--- src/rtl/desc_ring_pkg.sv ---
// Shared definitions for the descriptor ring pointer manager.
// Assumes a host register window of eight 32-bit words.
package desc_ring_pkg;

    typedef enum logic [2:0] {
        REG_SIZE   = 3'd0,
        REG_ALLOC  = 3'd1,
        REG_DONE   = 3'd2,
        REG_THRESH = 3'd3,
        REG_ADD    = 3'd4,
        REG_REL    = 3'd5,
        REG_HALT   = 3'd6,
        REG_ERR    = 3'd7
    } reg_sel_e;

    // Bit offset of index fields inside read words.
    localparam int IDX_FIELD_LSB = 16;

endpackage

--- src/rtl/ring_step.sv ---
// Clips a requested count to a limit and advances a ring index by the
// accepted amount with wrap at the programmed depth.
// Assumes idx < depth and limit <= depth, so one subtraction wraps.
module ring_step #(
    parameter int CNT_W = 15
) (
    input  logic [CNT_W-1:0] idx,
    input  logic [CNT_W-1:0] req,
    input  logic [CNT_W-1:0] limit,
    input  logic [CNT_W-1:0] depth,
    output logic [CNT_W-1:0] acc,
    output logic             sat,
    output logic [CNT_W-1:0] nxt
);
    logic [CNT_W:0] sum;

    // Clip the request and compute the wrapped next index.
    always_comb begin
        sat = (req > limit);
        acc = sat ? limit : req;
        sum = {1'b0, idx} + {1'b0, acc};
        if (sum >= {1'b0, depth})
            nxt = CNT_W'(sum - {1'b0, depth});
        else
            nxt = CNT_W'(sum);
    end
endmodule

--- src/rtl/desc_ring_csr.sv ---
// Register decode and read multiplexer for the ring manager.
// Assumes CNT_W <= 16 and IDX_W <= 16 so fields fit their read words.
module desc_ring_csr
    import desc_ring_pkg::*;
#(
    parameter int IDX_W = 13,
    parameter int CNT_W = 15
) (
    input  logic             host_we,
    input  logic [2:0]       host_addr,
    input  logic [CNT_W-1:0] depth,
    input  logic [CNT_W-1:0] wr_idx,
    input  logic [CNT_W-1:0] rd_idx,
    input  logic [CNT_W-1:0] pend,
    input  logic [CNT_W-1:0] thresh,
    input  logic             halted,
    input  logic [1:0]       err,
    output logic             we_size,
    output logic             we_thresh,
    output logic             we_add,
    output logic             we_rel,
    output logic             we_halt,
    output logic             we_err,
    output logic [31:0]      rdata
);
    reg_sel_e sel;
    assign sel = reg_sel_e'(host_addr);

    // Decode one write strobe per writable word.
    always_comb begin
        we_size   = host_we && (sel == REG_SIZE);
        we_thresh = host_we && (sel == REG_THRESH);
        we_add    = host_we && (sel == REG_ADD);
        we_rel    = host_we && (sel == REG_REL);
        we_halt   = host_we && (sel == REG_HALT);
        we_err    = host_we && (sel == REG_ERR);
    end

    // Assemble the read word for the selected register.
    always_comb begin
        rdata = '0;
        case (sel)
            REG_SIZE:   rdata[CNT_W-1:0] = depth;
            REG_ALLOC:  rdata[IDX_FIELD_LSB +: IDX_W] = wr_idx[IDX_W-1:0];
            REG_DONE: begin
                rdata[CNT_W-1:0] = pend;
                rdata[IDX_FIELD_LSB +: IDX_W] = rd_idx[IDX_W-1:0];
            end
            REG_THRESH: rdata[CNT_W-1:0] = thresh;
            REG_HALT:   rdata[0] = halted;
            REG_ERR:    rdata[1:0] = err;
            default:    rdata = '0;
        endcase
    end
endmodule

--- src/rtl/desc_ring_ctl.sv ---
// Producer/consumer bookkeeping for a circular descriptor queue.
// Host advances the free index by add counts and the completed index by
// release counts; the engine retires one descriptor per granted request.
// Assumes CNT_W > IDX_W so the depth value 2**IDX_W is representable.
module desc_ring_ctl
    import desc_ring_pkg::*;
#(
    parameter int IDX_W     = 13,
    parameter int CNT_W     = 15,
    parameter int DEF_DEPTH = 1024
) (
    input  logic        clk,
    input  logic        rst_n,
    input  logic        host_we,
    input  logic [2:0]  host_addr,
    input  logic [31:0] host_wdata,
    output logic [31:0] host_rdata,
    input  logic        eng_req,
    output logic        cmpl_pulse,
    output logic        irq
);
    localparam int          DEPTH_MAX = 1 << IDX_W;
    localparam logic [31:0] DMAX32    = 32'(DEPTH_MAX);

    logic [CNT_W-1:0] depth_q, wr_idx_q, rd_idx_q, outst_q, pend_q, thresh_q;
    logic             halted_q;
    logic [1:0]       err_q;

    logic             we_size, we_thresh, we_add, we_rel, we_halt, we_err;
    logic [CNT_W-1:0] wcount, free_cnt, add_req, rel_req;
    logic [CNT_W-1:0] add_acc, add_nxt, rel_acc, rel_nxt, size_val;
    logic             add_sat, rel_sat;
    logic [CNT_W-1:0] cmpl_ext;

    assign wcount   = host_wdata[CNT_W-1:0];
    assign free_cnt = depth_q - outst_q - pend_q;
    assign add_req  = we_add ? wcount : '0;
    assign rel_req  = we_rel ? wcount : '0;
    assign cmpl_ext = {{(CNT_W-1){1'b0}}, cmpl_pulse};

    // Engine retires the oldest outstanding entry when running.
    assign cmpl_pulse = eng_req && !halted_q && (outst_q != '0);

    // Interrupt level from completed tally against the threshold.
    assign irq = (pend_q != '0) && (pend_q > thresh_q);

    // Clamp a programmed depth into [1, DEPTH_MAX].
    always_comb begin
        if (host_wdata == 32'd0)
            size_val = CNT_W'(1);
        else if (host_wdata > DMAX32)
            size_val = CNT_W'(DEPTH_MAX);
        else
            size_val = CNT_W'(host_wdata);
    end

    desc_ring_csr #(.IDX_W(IDX_W), .CNT_W(CNT_W)) u_csr (
        .host_we   (host_we),
        .host_addr (host_addr),
        .depth     (depth_q),
        .wr_idx    (wr_idx_q),
        .rd_idx    (rd_idx_q),
        .pend      (pend_q),
        .thresh    (thresh_q),
        .halted    (halted_q),
        .err       (err_q),
        .we_size   (we_size),
        .we_thresh (we_thresh),
        .we_add    (we_add),
        .we_rel    (we_rel),
        .we_halt   (we_halt),
        .we_err    (we_err),
        .rdata     (host_rdata)
    );

    // Producer side: clip add to free space, wrap the free index.
    ring_step #(.CNT_W(CNT_W)) u_add (
        .idx   (wr_idx_q),
        .req   (add_req),
        .limit (free_cnt),
        .depth (depth_q),
        .acc   (add_acc),
        .sat   (add_sat),
        .nxt   (add_nxt)
    );

    // Consumer side: clip release to completed tally, wrap the done index.
    ring_step #(.CNT_W(CNT_W)) u_rel (
        .idx   (rd_idx_q),
        .req   (rel_req),
        .limit (pend_q),
        .depth (depth_q),
        .acc   (rel_acc),
        .sat   (rel_sat),
        .nxt   (rel_nxt)
    );

    // Ring geometry, indices and tallies.
    always_ff @(posedge clk) begin
        if (!rst_n) begin
            depth_q  <= CNT_W'(DEF_DEPTH);
            wr_idx_q <= '0;
            rd_idx_q <= '0;
            outst_q  <= '0;
            pend_q   <= '0;
        end else if (we_size) begin
            depth_q  <= size_val;
            wr_idx_q <= '0;
            rd_idx_q <= '0;
            outst_q  <= '0;
            pend_q   <= '0;
        end else begin
            wr_idx_q <= add_nxt;
            rd_idx_q <= rel_nxt;
            outst_q  <= outst_q + add_acc - cmpl_ext;
            pend_q   <= pend_q - rel_acc + cmpl_ext;
        end
    end

    // Threshold, halt control and sticky error bits.
    always_ff @(posedge clk) begin
        if (!rst_n) begin
            thresh_q <= '0;
            halted_q <= 1'b1;
            err_q    <= '0;
        end else begin
            if (we_thresh) thresh_q <= wcount;
            if (we_halt)   halted_q <= (host_wdata != 32'd0);
            if (we_err)    err_q <= '0;
            else           err_q <= err_q | {rel_sat, add_sat};
        end
    end
endmodule

--- config.mk ---
export PLATFORM = sky130hd
export DESIGN_NAME = desc_ring_ctl
export DESIGN_NICKNAME = d
export VERILOG_FILES = /design/src/rtl/desc_ring_pkg.sv /design/src/rtl/ring_step.sv /design/src/rtl/desc_ring_csr.sv /design/src/rtl/desc_ring_ctl.sv
export SDC_FILE = /design/constraint.sdc
export NUM_CORES = 1
export LEC_CHECK = 0
export BUFFER_PORTS_ARGS = -buffer_cell sky130_fd_sc_hd__buf_2
export CELL_PAD_IN_SITES_DETAIL_PLACEMENT = 1
export CELL_PAD_IN_SITES_GLOBAL_PLACEMENT = 2
export CORE_ASPECT_RATIO = 1.2
export CORE_UTILIZATION = 37
export CTS_BUF_LIST = sky130_fd_sc_hd__clkbuf_16
export DETAILED_ROUTE_END_ITERATION = 16
export PLACE_DENSITY_LB_ADDON = 0.1
export SYNTH_ARGS = -nofsm -noshare
export SYNTH_HDL_FRONTEND = slang
export SYNTH_SLANG_ARGS = --single-unit
export TNS_END_PERCENT = 30
--- constraint.sdc ---
create_clock -name clk -period 11.4 [get_ports clk]
set_input_delay 3.42 -clock clk [delete_from_list [all_inputs] [get_ports clk]]
set_output_delay 3.42 -clock clk [all_outputs]
set_load 0.02 [all_outputs]
==> Word-level counts from Yosys, hierarchy flattened <==
Index checks and enable logic that the tools add are counted.
{ "totals": {"in_bits": 39, "romBits": 0, "ram_bits": 0, "wordCells": 62, "mem_count": 0, "out_inout_bits": 34, "latchBits": 0, "register_bits": 93} }
{ "op_classes": {"order_cmp": 6, "muxes": 12, "n_div": 0, "shifts": 0, "multipliers": 0, "n_eq_ne": 7, "n_bitwise": 2, "n_reduce_logical": 17, "addsub": 10} }
{ "ops": {"columns": ["op", "n"], "rows": [
  ["2-to-1 mux 15 bit", 8],
  ["subtractor 15 bit", 5],
  ["> comparator 15 bit", 3],
  ["one-hot mux 13 bit (3 select lines)", 1],
  ["adder 15 x 15 -> 16 bit", 2],
  [">= comparator 16 x 15 -> 1 bit", 2],
  ["> comparator 32 x 14 -> 1 bit, second input constant", 1],
  ["zero test 32 bit", 1],
  ["nonzero test 32 bit", 1],
  ["nonzero test 15 bit", 2],
  ["one-hot mux 13 bit (2 select lines)", 1],
  ["adder 15 x 1 -> 15 bit", 1],
  ["adder 15 bit", 1],
  ["subtractor 15 x 1 -> 15 bit", 1],
  ["equality test 3 bit, second input constant", 4],
  ["logical AND 1 bit", 9],
  ["equality test 3 x 2 -> 1 bit, second input constant", 2],
  ["one-hot mux 1 bit (5 select lines)", 1],
  ["one-hot mux 1 bit (4 select lines)", 1],
  ["OR reduction 2 bit", 2],
  ["equality test 3 x 1 -> 1 bit, second input constant", 1],
  ["zero test 3 bit", 1],
  ["bitwise OR 2 bit", 1],
  ["zero test 1 bit", 1],
  ["NOT 1 bit", 1]
]} }

==> Depth between registers and ports, before layout <==
Gate-level depths: netlist of the first run.
{ "depth": {"depth_word": 8, "ltp_mapped": 39, "ltp_nobuf": 37} }

==> Cells and area by module <==
From an unflattened synthesis of the first run, not the netlist that was laid out.
{ "unflattened": {"hier_cells": 1499, "hier_area_um2": 11920.2} }
{ "by_module_without_submodules": {"columns": ["module", "seq_area_each_um2", "cells_per_inst", "instances", "area_each_um2"], "rows": [
  ["desc_ring_ctl", 1861.8, 717, 1, 6304.8],
  ["ring_step at u_rel", 0.0, 385, 1, 2738.9],
  ["ring_step at u_add", 0.0, 281, 1, 2159.6],
  ["desc_ring_csr", 0.0, 116, 1, 716.9]
]} }

==> Worst setup path after synthesis of the first run <==
OpenSTA, ideal clock, no wires.
{ "synth_path": {"path_kind": "input port to flip-flop", "start": "input port host_addr[2]", "end": "register wr_idx_q[13]", "cell_stages": 32, "setup_ns": 0.071, "required_time_ns": 11.329, "slack_ns": 1.838, "n_path_buf": 4, "t_arrival_ns": 9.491, "path_cell_list": "clkbuf_1 -> nand2_1 -> nor3_1 -> clkbuf_1 -> nand2_1 -> inv_1 -> ha_1 -> a21o_1 -> a21oi_1 -> o211ai_1 -> a2111oi_4 -> nor2_4 -> buf_2 -> nand2_1 -> o21ai_0 -> ha_1 -> inv_1 -> fa_1 -> nor2b_1 -> o31a_1 -> o41a_1 -> a211o_1 -> a31oi_1 -> xnor2_1 -> ha_1 -> nand2_1 -> o21ai_0 -> a2111oi_4 -> a21o_1 -> buf_2 -> nand3_1 -> a21oi_1"} }
{ "synth_via": {"elab_chain_len": 8, "word_cells_on_any_way": 12, "cone_classes": "add/sub: 2; order compare: 2; eq/ne: 1; mux: 3; reduce/logical: 4"} }
{ "synth_rtl": {"columns": ["item", "line_no", "rtl"], "rows": [
  ["start, declared", "desc_ring_ctl.sv:15", "input logic [2:0] host_addr,"],
  ["equality test 3 bit", "desc_ring_csr.sv:33", "we_add = host_we && (sel == REG_ADD);"],
  ["logical AND 1 bit", "desc_ring_csr.sv:33", null],
  ["2-to-1 mux 15 bit", "desc_ring_ctl.sv:37", "assign add_req = we_add ? wcount : '0;"],
  ["> comparator 15 bit", "ring_step.sv:19", "sat = (req > limit);"],
  ["2-to-1 mux 15 bit", "ring_step.sv:20", "acc = sat ? limit : req;"],
  ["adder 15 x 15 -> 16 bit", "ring_step.sv:21", "sum = {1'b0, idx} + {1'b0, acc};"],
  ["subtractor 15 bit / >= comparator 16 x 15 -> 1 bit (equally long branches)", "ring_step.sv:23, ring_step.sv:22", null],
  ["2-to-1 mux 15 bit", "ring_step.sv:22", "if (sum >= {1'b0, depth})"],
  ["end signal, assigned", "desc_ring_ctl.sv:113", "wr_idx_q <= add_nxt;"],
  ["end, declared", "desc_ring_ctl.sv:25", "logic [CNT_W-1:0] depth_q, wr_idx_q, rd_idx_q, outst_q, pend_q, thresh_q;"]
]} }
Several ways; a longest one is shown, not always the timed one.
A chain may end at the register's enable or synchronous reset.

==> Worst setup path in the final report of the first run <==
{ "layout_path": {"start": "input port host_addr[0]", "end": "register rd_idx_q[0]"} }
{ "layout_via": {"elab_chain_len": 8, "word_cells_on_any_way": 12, "cone_classes": "add/sub: 2; order compare: 2; eq/ne: 1; mux: 3; reduce/logical: 4"} }
{ "layout_rtl": {"columns": ["item", "line_no", "rtl"], "rows": [
  ["equality test 3 bit", "desc_ring_csr.sv:34", "we_rel = host_we && (sel == REG_REL);"],
  ["logical AND 1 bit", "desc_ring_csr.sv:34", null],
  ["2-to-1 mux 15 bit", "desc_ring_ctl.sv:38", "assign rel_req = we_rel ? wcount : '0;"],
  ["> comparator 15 bit", "ring_step.sv:19", null],
  ["2-to-1 mux 15 bit", "ring_step.sv:20", null],
  ["adder 15 x 15 -> 16 bit", "ring_step.sv:21", null],
  ["subtractor 15 bit / >= comparator 16 x 15 -> 1 bit (equally long branches)", "ring_step.sv:23, ring_step.sv:22", null],
  ["2-to-1 mux 15 bit", "ring_step.sv:22", null],
  ["end signal, assigned", "desc_ring_ctl.sv:114", "rd_idx_q <= rel_nxt;"],
  ["end, declared", "desc_ring_ctl.sv:25", null]
]} }
Several ways; a longest one is shown, not always the timed one.

==> results of run 1 <==
## cell families (layout without fill, tap and decap cells)
group / Yosys count / after routing / synth area share, %
AO/OA/AOI/OAI: 359 / 359 / 21.9
AND/OR/NAND/NOR: 457 / 457 / 20.2
multiplexers: 40 / 40 / 3.69
flip-flops: 93 / 93 / 17.0
other: 1 / 4 / 0.0342
adder cells (fa/ha/maj): 197 / 197 / 23.8
XOR/XNOR: 78 / 78 / 6.22
buffers and inverters: 197 / 247 / 7.20
## state kept, by name, indices dropped and copies added (netlist names)
| name | flops |
|---|---|
| depth_q | 15 |
| err_q | 2 |
| halted_q | 1 |
| outst_q | 15 |
| pend_q | 15 |
| rd_idx_q | 15 |
| thresh_q | 15 |
| wr_idx_q | 15 |
## cell type report
cell class | instances | area share (%)
Inverter | 157 | 4.93
Clock inverter | 7 | 0.701
Sequential cell | 93 | 15.6
Multi-Input combinational cell | 1135 | 69.7
Clock buffer | 9 | 1.88
Timing Repair Buffer | 74 | 3.22
Tap cell | 385 | 4.03
## through the flow
stage / instances / worst slack [ps] / instance area, um^2 / hold slack, ps / util [%]
after global placement: 1844 / 919 / 11700 / 459 / 40.3
after detailed placement: 1844 / 792 / 11700 / 476 / 40.3
after global routing: 1860 / 465 / 12000 / 526 / 41.4
after CTS: 1860 / 1160 / 12000 / 492 / 41.4
final: 1860 / 1130 / 12000 / 493 / 41.4
after floorplan: 1425 / 1840 / 11000 / 441 / -
## worst paths after layout
kind	slack [ps]	from	endpoint	depth (start not counted)
setup reg to reg	2120	pend_q[0]	wr_idx_q[9]	33
hold reg to reg	490	err_q[0]	err_q[0]	2
hold / removal	490	err_q[0]	err_q[0]	2
setup / recovery	1130	host_addr[0]	rd_idx_q[0]	28
## synthesized netlist by cell type, drive strengths merged (6+ instances only)
cell type	n
mux2i	36
nor2	108
a31oi	12
a21boi	33
and3	17
xnor2	50
or2	11
o211ai	13
nor2b	28
a211oi	7
o21ai	72
o31ai	6
xor2	28
nor3	39
o21a	16
fa	20
nand3	33
a21oi	110
and2	22
a21o	29
ha	177
a2111oi	7
dfxtp	93
nor4	17
nand4	15
inv	157
nand2	137
clkbuf	23
a22oi	14
nand2b	10
or3	8
buf	17
## power by group through the flow
| stage | logic, uW | registers (uW) | clock network [uW] |
|---|---|---|---|
| global placement | 2940 | 521 | 0 |
| global route | 3390 | 521 | 354 |
| floorplan | 2350 | 462 | 0 |
| detailed placement | 2980 | 521 | 0 |
| finish | 3000 | 514 | 336 |
| CTS | 3010 | 515 | 341 |
## worst register-to-register path: cells and delay by family, from the launching register on
kind                       cells  cell delay, ps
AOI/OAI and AO/OA             16            4560
xor gates and xnor gates       2             220
adders and majority gates      6            2040
buffers and inverters          2             270
DFF                            1             460
muxes                          1             440
and+or+nand+nor                6            1200
## routing by layer
| layer | part of all wire [%] | wire, um | vias up | GRT usage (%) |
|---|---|---|---|---|
| met2 | 48 | 19100 | 191 | 46.6 |
| met3 | 3.6 | 1430 | 49 | 3.11 |
| met5 | 0 | 0 | - | 0 |
| met1 | 46 | 18300 | 5010 | 34.2 |
| met4 | 2.5 | 1010 | 0 | 8.58 |
| li1 | - | - | 5083 | - |
==> flow_results.org, run 1 <==
** Outcome
- Outcome :: finished clean

** Power and ir drop
- Net switching is 51.7% of the power.
- Clock share of power :: 8.7%
- Cell internal power was estimated by the tool at 1860 uW.
- Power per standard cell area :: 322 nW/um^2
- Combinational cells account for 77.9% of the total power.
- Power comes to 3850 uW.
- Worst IR Drop VDD :: 0.177 mV
- In this run the power spent charging and discharging nets is 1990 uW.
- Cell leakage power :: 0.00557 uW
- Seq pwr share :: 13.3%

** Drt
- Drt initial violations :: 526
- Detailed-route wire length per cell :: 21.4 um
- Overall routed net length :: 39800 um
- Number of antenna-violating nets in the routed design :: 0
- Via count of the routed design :: 10300
- After detailed routing, the number of vias per cell comes to 5.56.
- For this run, the detailed router's first-pass iteration total came to 4.
- In the routed design, unresolved DRC markers number 0.

** Global routing
- Global routing used 26.7% of the available tracks.
- Global-route wire length before repair :: 61700 um
- Remaining global-route overflow :: 0
- The number of global-route vias before repair is 10500.
- Antenna violations before repair :: 1
- Maximum number of pins on one net before global-route repair :: 66

** Die
- The die covers 30400 um^2.
- The initial utilization of the core area, before any placement, comes to 37.9%.
- The floorplan has 68 rows.
- The core region is 28900 um^2.
- Die span in y :: 191 um
- In this run the count of I/O pins placed on the die edge is 73.
- Horizontal die dimension :: 159 um

** Clock tree
- The clock passes through at most 2 buffers.
- Cts bufs inserted :: 9
- Clock-pin slew was measured on the worst setup and hold paths at 70 ps.
- Number of levels in the clock H-tree :: 3
- Buffers inserted to repair hold after CTS numbered 0.
- The later pin in the worst-skew pair is clocked with a latency of 370 ps.
- Clock tree synthesis selected as its root buffer the cell sky130_fd_sc_hd__clkbuf_16.
- Clock tree from TritonCTS :: done
- Number of clock sinks seen by CTS :: 93
- The number of gates resized after CTS was 0.
- Post-CTS timing repair inserted 0 buffers for setup.

** Yosys
- Of the synthesized area, sequential elements account for 17.0%.
- Main flop type after synthesis :: sky130_fd_sc_hd__dfxtp_1
- Cell types with the largest area share after synthesis :: sky130_fd_sc_hd__ha_1, sky130_fd_sc_hd__dfxtp_1, sky130_fd_sc_hd__inv_1, sky130_fd_sc_hd__a21oi_1, sky130_fd_sc_hd__nand2_1
- The biggest area contributor in the post-synthesis netlist is sky130_fd_sc_hd__ha_1.
- The Yosys step of the flow raised 0 warnings.
- Mean cell area of the mapped netlist :: 7.72 um^2
- The netlist uses 80 different library cells.
- Counting flops and latches in the post-synthesis netlist gives 93.
- After synthesis the cells add up to 11000 um^2.
- After synthesis, the largest area contributor takes up 20.2% of total cell area.
- Count of flip-flops with a built-in enable after synthesis :: 0
- Asr flop ratio synth :: 0%
- Instance count of the mapped netlist :: 1422

** Finish
- In the final layout, flip-flops and latches occupy 1860 um^2.
- Most frequent standard cell in the layout excluding fill and tap cells :: sky130_fd_sc_hd__ha_1
- Relative to the synthesized area, the layout overhead comes to 9.01%.
- The post-route netlist has 9.49% of its cells at a drive strength greater than 1.
- Diodes inserted :: 0
- After filler insertion, the fill cell instance count of the layout stands at 3613.
- Net total in the final layout :: 1706
- In the layout the commonest cells are sky130_fd_sc_hd__ha_1, sky130_fd_sc_hd__inv_1, sky130_fd_sc_hd__nand2_1.
- Summing all multi-input logic gate instances after layout gives 8340 um^2.

** Timing
- The max-slew violation count was 0.
- For the final database, setup skew stands at 9.63 ps.
- Worst relative slew slack :: 13.6%
- Setup repair after global routing left no endpoint under its margin.
- Max Freq :: 97.4 MHz
- The number of hold violations in the final report was 0.
- Setup violations remaining at the end of the flow were counted as 0.
- After layout, the worst path uses 90.1% of the clock period.
- Setup TNS :: 0 ps
- Actual transition at the worst max-transition pin :: 1290 ps
- Subtracting the final worst setup slack from the clock period gives 10270 ps.

** Min path
- Hold/Removal Path Class :: reg -> reg

** Worst setup path
- Critical-path cell with the highest stage delay :: sky130_fd_sc_hd__nor2b_1
- Req. time, crit path :: 11660 ps
- Worst setup path category :: in -> reg
- Nature of the critical path endpoint :: register
- Signal arrival time at the worst endpoint :: 10540 ps
- The largest single stage delay on the critical path is 740 ps.
- Critical Path Start Type :: input port
- Max Fanout on Critical Path :: 26
- Count of buffer and inverter cells on the critical path :: 1
- Among cell families on the critical path, the largest total delay comes from compound AO/OA/AOI/OAI gates.

** Place
- At the end of routability-driven placement, the weighted congestion stood at 0.878.
- Half-perimeter wire length after detailed placement :: 32500 um
- # port buffers :: 68

** Run
- Across the run, the number of max-cap violations was 0.
(Power assumes the default switching activity.)
==> inputs of run 2 (changes only) <==
--- a/config.mk
+++ b/config.mk
@@ -5,11 +5,12 @@
 export SDC_FILE = /design/constraint.sdc
 export NUM_CORES = 1
 export LEC_CHECK = 0
+export ABC_AREA = 1
 export BUFFER_PORTS_ARGS = -buffer_cell sky130_fd_sc_hd__buf_2
 export CELL_PAD_IN_SITES_DETAIL_PLACEMENT = 1
 export CELL_PAD_IN_SITES_GLOBAL_PLACEMENT = 2
 export CORE_ASPECT_RATIO = 1.2
-export CORE_UTILIZATION = 37
+export CORE_UTILIZATION = 35
 export CTS_BUF_LIST = sky130_fd_sc_hd__clkbuf_16
 export DETAILED_ROUTE_END_ITERATION = 16
 export PLACE_DENSITY_LB_ADDON = 0.1
==> run 2 against run 1 <==
  * Via count is 9.3% higher
  * Utilization down 2.1 points
  * Register-to-register slack improved by 1400 ps
  * Maximum frequency increased by 6.0%
  * Sequential share of layout area down 0.13 points
  * Routed wire length rose by 6.7%
  * Synthesized cell count grew 18%
  * Area after synthesis is 0.79% higher
  * Critical path depth up 7
  * Final cell count grew 15%
  * Clock skew shrank 1.4 ps
  * First-iteration DRC count increased by 13%
  * Critical path type unchanged
  * Critical endpoint is now rd_idx_q[5]
==> flow_results.org, run 2 <==
** Worst setup path
- The data required time at the worst endpoint came to 11660 ps (about the same).
- Count of buffer and inverter cells on the critical path :: 5 (was 1)
- Nature of the critical path endpoint :: register (unchanged)
- FF-to-FF setup slack :: 3530 ps (was 2120 ps)
- Critical Path Start Type :: input port (unchanged)
- Largest delay share family, worst path :: simple AND/OR/NAND/NOR gates (was compound AO/OA/AOI/OAI gates)
- The launch point of the critical path was host_we (was host_addr[0]).
- Most frequent CP cell :: sky130_fd_sc_hd__nand2_1
- The critical register-to-register path startpoint is pend_q[0] (unchanged).
- The type of the worst setup path was in -> reg (unchanged).
- Signal arrival time at the worst endpoint :: 9950 ps (was 10540 ps)
- Critical-path cell with the highest stage delay :: sky130_fd_sc_hd__inv_1 (was sky130_fd_sc_hd__nor2b_1)
- Max Fanout on Critical Path :: 33 (was 26)
- Biggest cell delay along the critical path :: 500 ps (was 740 ps)

** Yosys
- The synthesized area divided by synthesized cell count was 6.60 um^2 (was 7.72 um^2).
- Count of distinct cell types in the synthesized netlist :: 51 (was 80)
- The instance count of the mapped netlist came to 1677 (was 1422).
- Main combinational cell family by area after synthesis :: simple AND/OR/NAND/NOR gates (was adder cells)
- The async set-or-reset flop fraction in the synthesized netlist came to 0% (unchanged).
- The Yosys warning count is 0 (unchanged).
- The xor/xnor share of the synthesized area is 4.99% (was 6.22%).
- The most repeated cell in the gate-level netlist after synthesis is sky130_fd_sc_hd__nand2_1 (was sky130_fd_sc_hd__ha_1).
- Number of register bits inferred by synthesis :: 93 (unchanged)
- The number of enable-type register cells in the synthesized netlist was 0 (unchanged).
- The share of synthesized area spent on multiplexers is 0% (was 3.69%).
- Cell types with the largest area share after synthesis :: sky130_fd_sc_hd__ha_1, sky130_fd_sc_hd__dfxtp_1, sky130_fd_sc_hd__nand2_1, sky130_fd_sc_hd__inv_1, sky130_fd_sc_hd__a21oi_1 (was sky130_fd_sc_hd__ha_1, sky130_fd_sc_hd__dfxtp_1, sky130_fd_sc_hd__inv_1, sky130_fd_sc_hd__a21oi_1, sky130_fd_sc_hd__nand2_1)
- Main flop type after synthesis :: sky130_fd_sc_hd__dfxtp_1 (unchanged)
- The synthesized-area fraction occupied by ao, oa, aoi and oai cells was 19.2% (was 21.9%).
- The share of synthesized cell area in full adder, half adder and majority cells was 23.6% (was 23.8%).
- The share of the yosys chip area belonging to registers was 16.8% (was 17.0%).
- Synth top area share :: 20.0% (was 20.2%)
- Simple logic cell fraction of the synthesized area :: 24.0% (was 20.2%)
- The cell type contributing the most total cell area after synthesis was sky130_fd_sc_hd__ha_1 (unchanged).
- Most numerous cell types in the synthesized netlist: sky130_fd_sc_hd__nand2_1, sky130_fd_sc_hd__inv_1, sky130_fd_sc_hd__ha_1, sky130_fd_sc_hd__nor2_1, sky130_fd_sc_hd__a21oi_1 (was sky130_fd_sc_hd__ha_1, sky130_fd_sc_hd__inv_1, sky130_fd_sc_hd__nand2_1, sky130_fd_sc_hd__a21oi_1, sky130_fd_sc_hd__nor2_1).
- The cell area after synthesis was 11100 um^2 (was 11000 um^2).

** Timing
- Max Freq :: 103 MHz (was 97.4 MHz)
- Unrepaired setup endpoints after global routing :: false (unchanged)
- Final-report setup violation count :: 0 (unchanged)
- The headroom to the max-slew limit was 42.7% (was 13.6%).
- The slew at the pin with the worst max-slew slack came to 857 ps (was 1290 ps).
- The final critical delay including setup and external delays is 9690 ps (was 10270 ps).
- Final setup skew :: 8.25 ps (was 9.63 ps)
- Max Transition Viols Final :: 0 (unchanged)
- The number of hold violations in the final report is 0 (unchanged).
- The share of the clock period used by the worst path was 85.0% (was 90.1%).
- Setup TNS :: 0 ps (unchanged)

** Die
- IO Count :: 73 (unchanged)
- The x dimension of the die is 164 um (was 159 um).
- The number of standard-cell rows in the floorplan is 70 (was 68).
- The area of the die came to 32300 um^2 (was 30400 um^2).
- The initial core utilization was 36.0% (was 37.9%).
- Die span in y :: 197 um (was 191 um)
- The floorplan core area was 30700 um^2 (was 28900 um^2).

** Clock tree
- The number of gates given a new drive strength after cts came to 0 (unchanged).
- The maximum number of buffers from clock root to sink is 2 (unchanged).
- Cts bufs inserted :: 9 (unchanged)
- Clock tree from TritonCTS :: done (unchanged)
- The number of clock sinks seen by CTS was 93 (unchanged).
- Clock transition at the registers of the reported paths :: 80 ps (was 70 ps)
- The library cell used as clock root buffer is sky130_fd_sc_hd__clkbuf_16 (unchanged).
- Number of levels in the clock H-tree :: 3 (unchanged)
- The total setup buffers inserted after CTS is 0 (unchanged).
- Count of hold-fix buffers inserted at cts :: 0 (unchanged)
- The worst-skew pair later-pin latency is 360 ps (was 370 ps).

** Run
- The number of maximum-capacitance constraint violations is 0 (unchanged).

** Drt
- The routed wire length is 42500 um (was 39800 um).
- The remaining routing DRC violations was 0 (unchanged).
- The overall via count from detail_route is 11300 (was 10300).
- Detailed-route wire length per cell :: 19.9 um (was 21.4 um)
- Number of antenna-violating nets in the routed design :: 0 (unchanged)
- Drt initial violations :: 595 (was 526)
- The first-pass iteration count of the detailed router came to 5 (was 4).
- Number of vias per cell :: 5.30 (was 5.56)

** Finish
- The number of fillers in the final layout came to 4049 (was 3613).
- Net total in the final layout :: 1963 (was 1706)
- Fraction of final layout cells with drive strength greater than 1 :: 6.41% (was 9.49%)
- The most common cell after layout, fill and taps aside was sky130_fd_sc_hd__nand2_1 (was sky130_fd_sc_hd__ha_1).
- Most frequent cells in the layout: sky130_fd_sc_hd__nand2_1, sky130_fd_sc_hd__inv_1, sky130_fd_sc_hd__ha_1 (was sky130_fd_sc_hd__ha_1, sky130_fd_sc_hd__inv_1, sky130_fd_sc_hd__nand2_1).
- The layout overhead on the synthesized area was 9.08% (was 9.01%).
- The count of non-filler cells in the finished layout came to 2130 (was 1860).
- The core utilization of the finished layout was 39.3% (was 41.4%).

** Global routing
- The overall routing resource usage came to 27.1% (was 26.7%).
- Global-route wire length before repair :: 65200 um (was 61700 um)
- Antenna violations before repair :: 0 (was 1)
- Remaining global-route overflow :: 0 (unchanged)
- The largest net degree at the start of global routing was 49 (was 66).
- Vias in the first global route :: 11600 (was 10500)

** Place
- Total instance count after detailed placement :: 2112 (was 1844)
- # port buffers :: 68 (unchanged)
- The half-perimeter wire length after detailed placement is 35400 um (was 32500 um).
- Final GP Congestion :: 0.889 (was 0.878)

** Min path
- Launch point of the worst hold path :: err_q[1] (was err_q[0])
- The classification of the worst-slack hold path is reg -> reg (unchanged).

** Outcome
- Outcome :: finished clean (unchanged)
[run 2: cell count changes after synthesis, sizes merged, moves of 52 or more]
cell,change
o21ai,+52
nor2,+59
nand2,+190
nand3,+58
inv,+127
a21oi,+57
[run 2: path summary, 6_finish.rpt]
check,end,cells past startpoint
setup reg to reg,wr_idx_q[13],33
hold / removal,err_q[1],2
setup / recovery,rd_idx_q[5],35
hold reg to reg,err_q[1],2
[run 2: kinds of logic (layout without fill, tap and decap cells)]
| kind of cell | Yosys count | count (layout) |
|---|---|---|
| other cells | 1 | 6 |
| simple gates | 634 | 634 |
| buf+inv | 321 | 373 |
| xor+xnor | 63 | 63 |
| flops | 93 | 93 |
| fa+ha+maj | 197 | 197 |
| compound gates | 368 | 368 |
[run 2: tightest hold or removal path: stages, from the launching register on]
cell	delay, ps
sky130_fd_sc_hd__dfxtp_1	320
sky130_fd_sc_hd__inv_1	50
sky130_fd_sc_hd__a21oi_1	50
[run 2: per-stage QoR]
| stage | cell area, um^2 | setup slack (ps) | hold slack (ps) |
|---|---|---|---|
| floorplan | 11100 | 2930 | 427 |
| global placement | 11800 | 1600 | 443 |
| detailed placement | 11800 | 1390 | 443 |
| CTS | 12100 | 1760 | 455 |
| global route | 12100 | 878 | 472 |
| finish | 12100 | 1710 | 461 |
[run 2: routing by layer]
layer | global-route usage (%) | vias to the layer above | wire length [um]
met4 | 9.67 | 0 | 1330
met1 | 34.2 | 5369 | 19300
li1 | - | 5655 | -
met3 | 3.20 | 56 | 1640
met2 | 47.0 | 214 | 20200
met5 | 0 | - | 0
[run 2: layout make-up]
cell class,count,area (um^2),share of cell area [%]
antenna,2,5.00,0.0415
clock buffer,9,225,1.87
clock inverter,7,73.8,0.612
inverter,284,1070,8.83
multi-input combinational,1266,7960,66.0
sequential,93,1860,15.4
tap,396,495,4.11
timing repair buffer,73,378,3.13
Power of run 2 is left out: the tool's default activity adds up to more than one toggle a clock period on the data nets, which glitch-free logic cannot reach.
==> inputs of run 3 (changes only) <==
==> constraint.sdc (replaced) <==
create_clock -name clk -period 9.7 [get_ports clk]
set_input_delay 2.91 -clock clk [delete_from_list [all_inputs] [get_ports clk]]
set_output_delay 2.91 -clock clk [all_outputs]
set_load 0.02 [all_outputs]
==> run 3 against run 2 <==
  * Global-route usage down 0.25 points
  * Sequential share of layout area down 0.087 points
  * Final cell count up 0.28%
  * Routed wire length down 0.72%
  * Critical path depth down 2
  * Critical path type unchanged
  * Largest cell class unchanged
  * Highest routed layer unchanged
==> flow_results.org, run 3 (synthesis gave the netlist of run 2 again) <==
** Worst setup path
- The maximum fanout along the worst path was 27 (was 33).
- Critical Path Start Type :: input port (unchanged)
- Req. time, crit path :: 9970 ps (was 11660 ps)
- Most frequent CP cell :: sky130_fd_sc_hd__nand2_1 (unchanged)
- The number of cells traversed by the worst register-to-register path was 37 (was 33).
- FF-to-FF setup slack :: 2290 ps (was 3530 ps)
- Biggest cell delay along the critical path :: 510 ps (was 500 ps)
- Critical-path cell with the highest stage delay :: sky130_fd_sc_hd__inv_1 (unchanged)
- Startpoint of the lowest-slack register-to-register path :: pend_q[0] (unchanged)
- The endpoint kind of the worst setup timing path is a register (unchanged).
- The endpoint arrival time on the critical path was 9200 ps (was 9950 ps).
- The type of the worst setup path is in -> reg (unchanged).
- The end of the worst register-to-register path is wr_idx_q[13] (unchanged).

** Finish
- Layout-stage area growth over the synthesis result :: 9.70% (was 9.08%)
- Fraction of final layout cells with drive strength greater than 1 :: 6.84% (was 6.41%)
- Net total in the final layout :: 1970 (was 1963)
- The core utilization of the finished layout came to 39.5% (was 39.3%).
- Most frequent standard cell in the layout excluding fill and tap cells :: sky130_fd_sc_hd__nand2_1 (unchanged)
- The post-layout instance area came to 12100 um^2 (about the same).
- Fill cell count :: 4051 (was 4049)
- Most frequent cells in the layout :: sky130_fd_sc_hd__nand2_1, sky130_fd_sc_hd__inv_1, sky130_fd_sc_hd__ha_1 (unchanged)

** Die
- The top-level port count was 73 (unchanged).
- The number of standard-cell rows in the floorplan was 70 (unchanged).
- Horizontal die dimension :: 164 um (unchanged)
- Core ar. :: 30700 um^2 (unchanged)
- Die span in y :: 197 um (unchanged)
- The initial core utilization came to 36.0% (unchanged).
- Die area :: 32300 um^2 (unchanged)

** Drt
- Number of antenna-violating nets in the routed design :: 0 (unchanged)
- Drt initial violations :: 566 (was 595)
- The via density per instance came to 5.31 (was 5.30).
- The first-pass iteration count of the detailed router is 5 (unchanged).
- The detail-routed net length per standard cell is 19.7 um (was 19.9 um).
- The remaining routing DRC violations is 0 (unchanged).
- The routed wire length is 42100 um (was 42500 um).
- Via count of the routed design :: 11300 (about the same)

** Global routing
- Vias in the first global route :: 11700 (was 11600)
- The largest net degree at the start of global routing is 32 (was 49).
- Global-route wire length before repair :: 64800 um (was 65200 um)
- The overall routing resource usage was 26.9% (was 27.1%).
- The total congestion overflow came to 0 (unchanged).
- Antenna violations before repair :: 1 (was 0)

** Clock tree
- Clock transition at the registers of the reported paths :: 80 ps (about the same)
- Number of levels in the clock H-tree :: 3 (unchanged)
- The number of buffers added by the clock tree synthesis step was 9 (unchanged).
- Cell at the root of the clock tree :: sky130_fd_sc_hd__clkbuf_16 (unchanged)
- Clock latency at the later pin of the worst-skew pair :: 370 ps (was 360 ps)
- Clock Path Buffers :: 2 (unchanged)
- Buffers inserted during post-CTS setup optimization :: 0 (unchanged)
- Clock tree from TritonCTS :: done (unchanged)
- Number of clock sinks seen by CTS :: 93 (unchanged)

** Timing
- The final-report setup violation count came to 0 (unchanged).
- The setup TNS was 0 ps (unchanged).
- The worst slack on hold paths is 455 ps (was 461 ps).
- Based on the critical path, the design can be clocked at up to 112 MHz.
- The slew at the pin with the worst max-slew slack was 1000 ps (was 857 ps).
- The worst-case clock skew was 9.50 ps (was 8.25 ps).
- Unrepaired setup endpoints after global routing :: false (unchanged)
- The max-slew violation count is 0 (unchanged).
- Tmin final :: 8920 ps
- The final critical path takes up 92.0% of the cycle.
- The number of hold violations in the final report came to 0 (unchanged).
- Worst relative slew slack :: 33.1% (was 42.7%)

** Place
- The number of buffers inserted by port buffering was 68 (unchanged).
- Final GP Congestion :: 0.844 (was 0.889)
- The total placed instance area was 11800 um^2 (about the same).
- The half-perimeter wire length after detailed placement came to 35400 um (about the same).

** Min path
- End point of the most critical hold path :: err_q[1] (unchanged)
- Launch point of the worst hold path :: err_q[1] (unchanged)
- WHS Path Cells :: 2 (unchanged)
- Hold/Removal Path Class :: reg -> reg (unchanged)

** Run
- The number of maximum-capacitance constraint violations is 0 (unchanged).

** Outcome
- Outcome :: finished clean (unchanged)
run 3: what timing repair did:
action | CTS | global route
endpoints found under the hold margin | 0 | 0
hold buffers | 0 | 0
setup endpoints to repair | 0 | 14
resized for setup | 0 | 2
run 3: how the worst max path moves through the flow:
stage | start | to | slack, ps | cells past startpoint
floorplan | host_addr[0] | rd_idx_q[10] | 1740 | 35
global placement | host_addr[0] | rd_idx_q[3] | 540 | 35
detailed placement | host_addr[0] | rd_idx_q[6] | 250 | 35
CTS | host_addr[0] | rd_idx_q[6] | 630 | 35
global route | host_addr[0] | rd_idx_q[6] | 70 | 35
finish | host_addr[0] | rd_idx_q[6] | 780 | 33
run 3: metrics by stage:
step           cells  setup slack (ps)
2_1_floorplan   1680              1740
6_report        2136               779
4_1_cts         2135               631
3_5_place_dp    2119               248
5_1_grt         2135              69.1
3_3_place_gp    2119               542
run 3: worst max-delay path: cells and delay by family:
kind	cells	cell delay [ps]
fa+ha+maj	3	890
xor+xnor	1	220
buf+inv	6	980
compound gates	4	1280
simple gates	19	2920
run 3: layout make-up:
cell class | count | area (um^2) | share of cell area, %
clock inverter | 7 | 90.1 | 0.742
inverter | 284 | 1070 | 8.78
clock buffer | 9 | 225 | 1.86
multi-input combinational | 1266 | 7960 | 65.6
sequential | 93 | 1860 | 15.3
antenna | 1 | 2.50 | 0.0206
timing repair buffer | 80 | 430 | 3.55
tap | 396 | 495 | 4.08
run 3: routing by layer:
layer / vias to the layer above / routed length, um / track usage, %
met5: - / 0 / 0
met4: 0 / 1340 / 10.4
met3: 58 / 1680 / 3.24
met2: 225 / 20000 / 46.2
met1: 5401 / 19100 / 33.8
li1: 5659 / - / -
Power of run 3 is left out for the same reason.
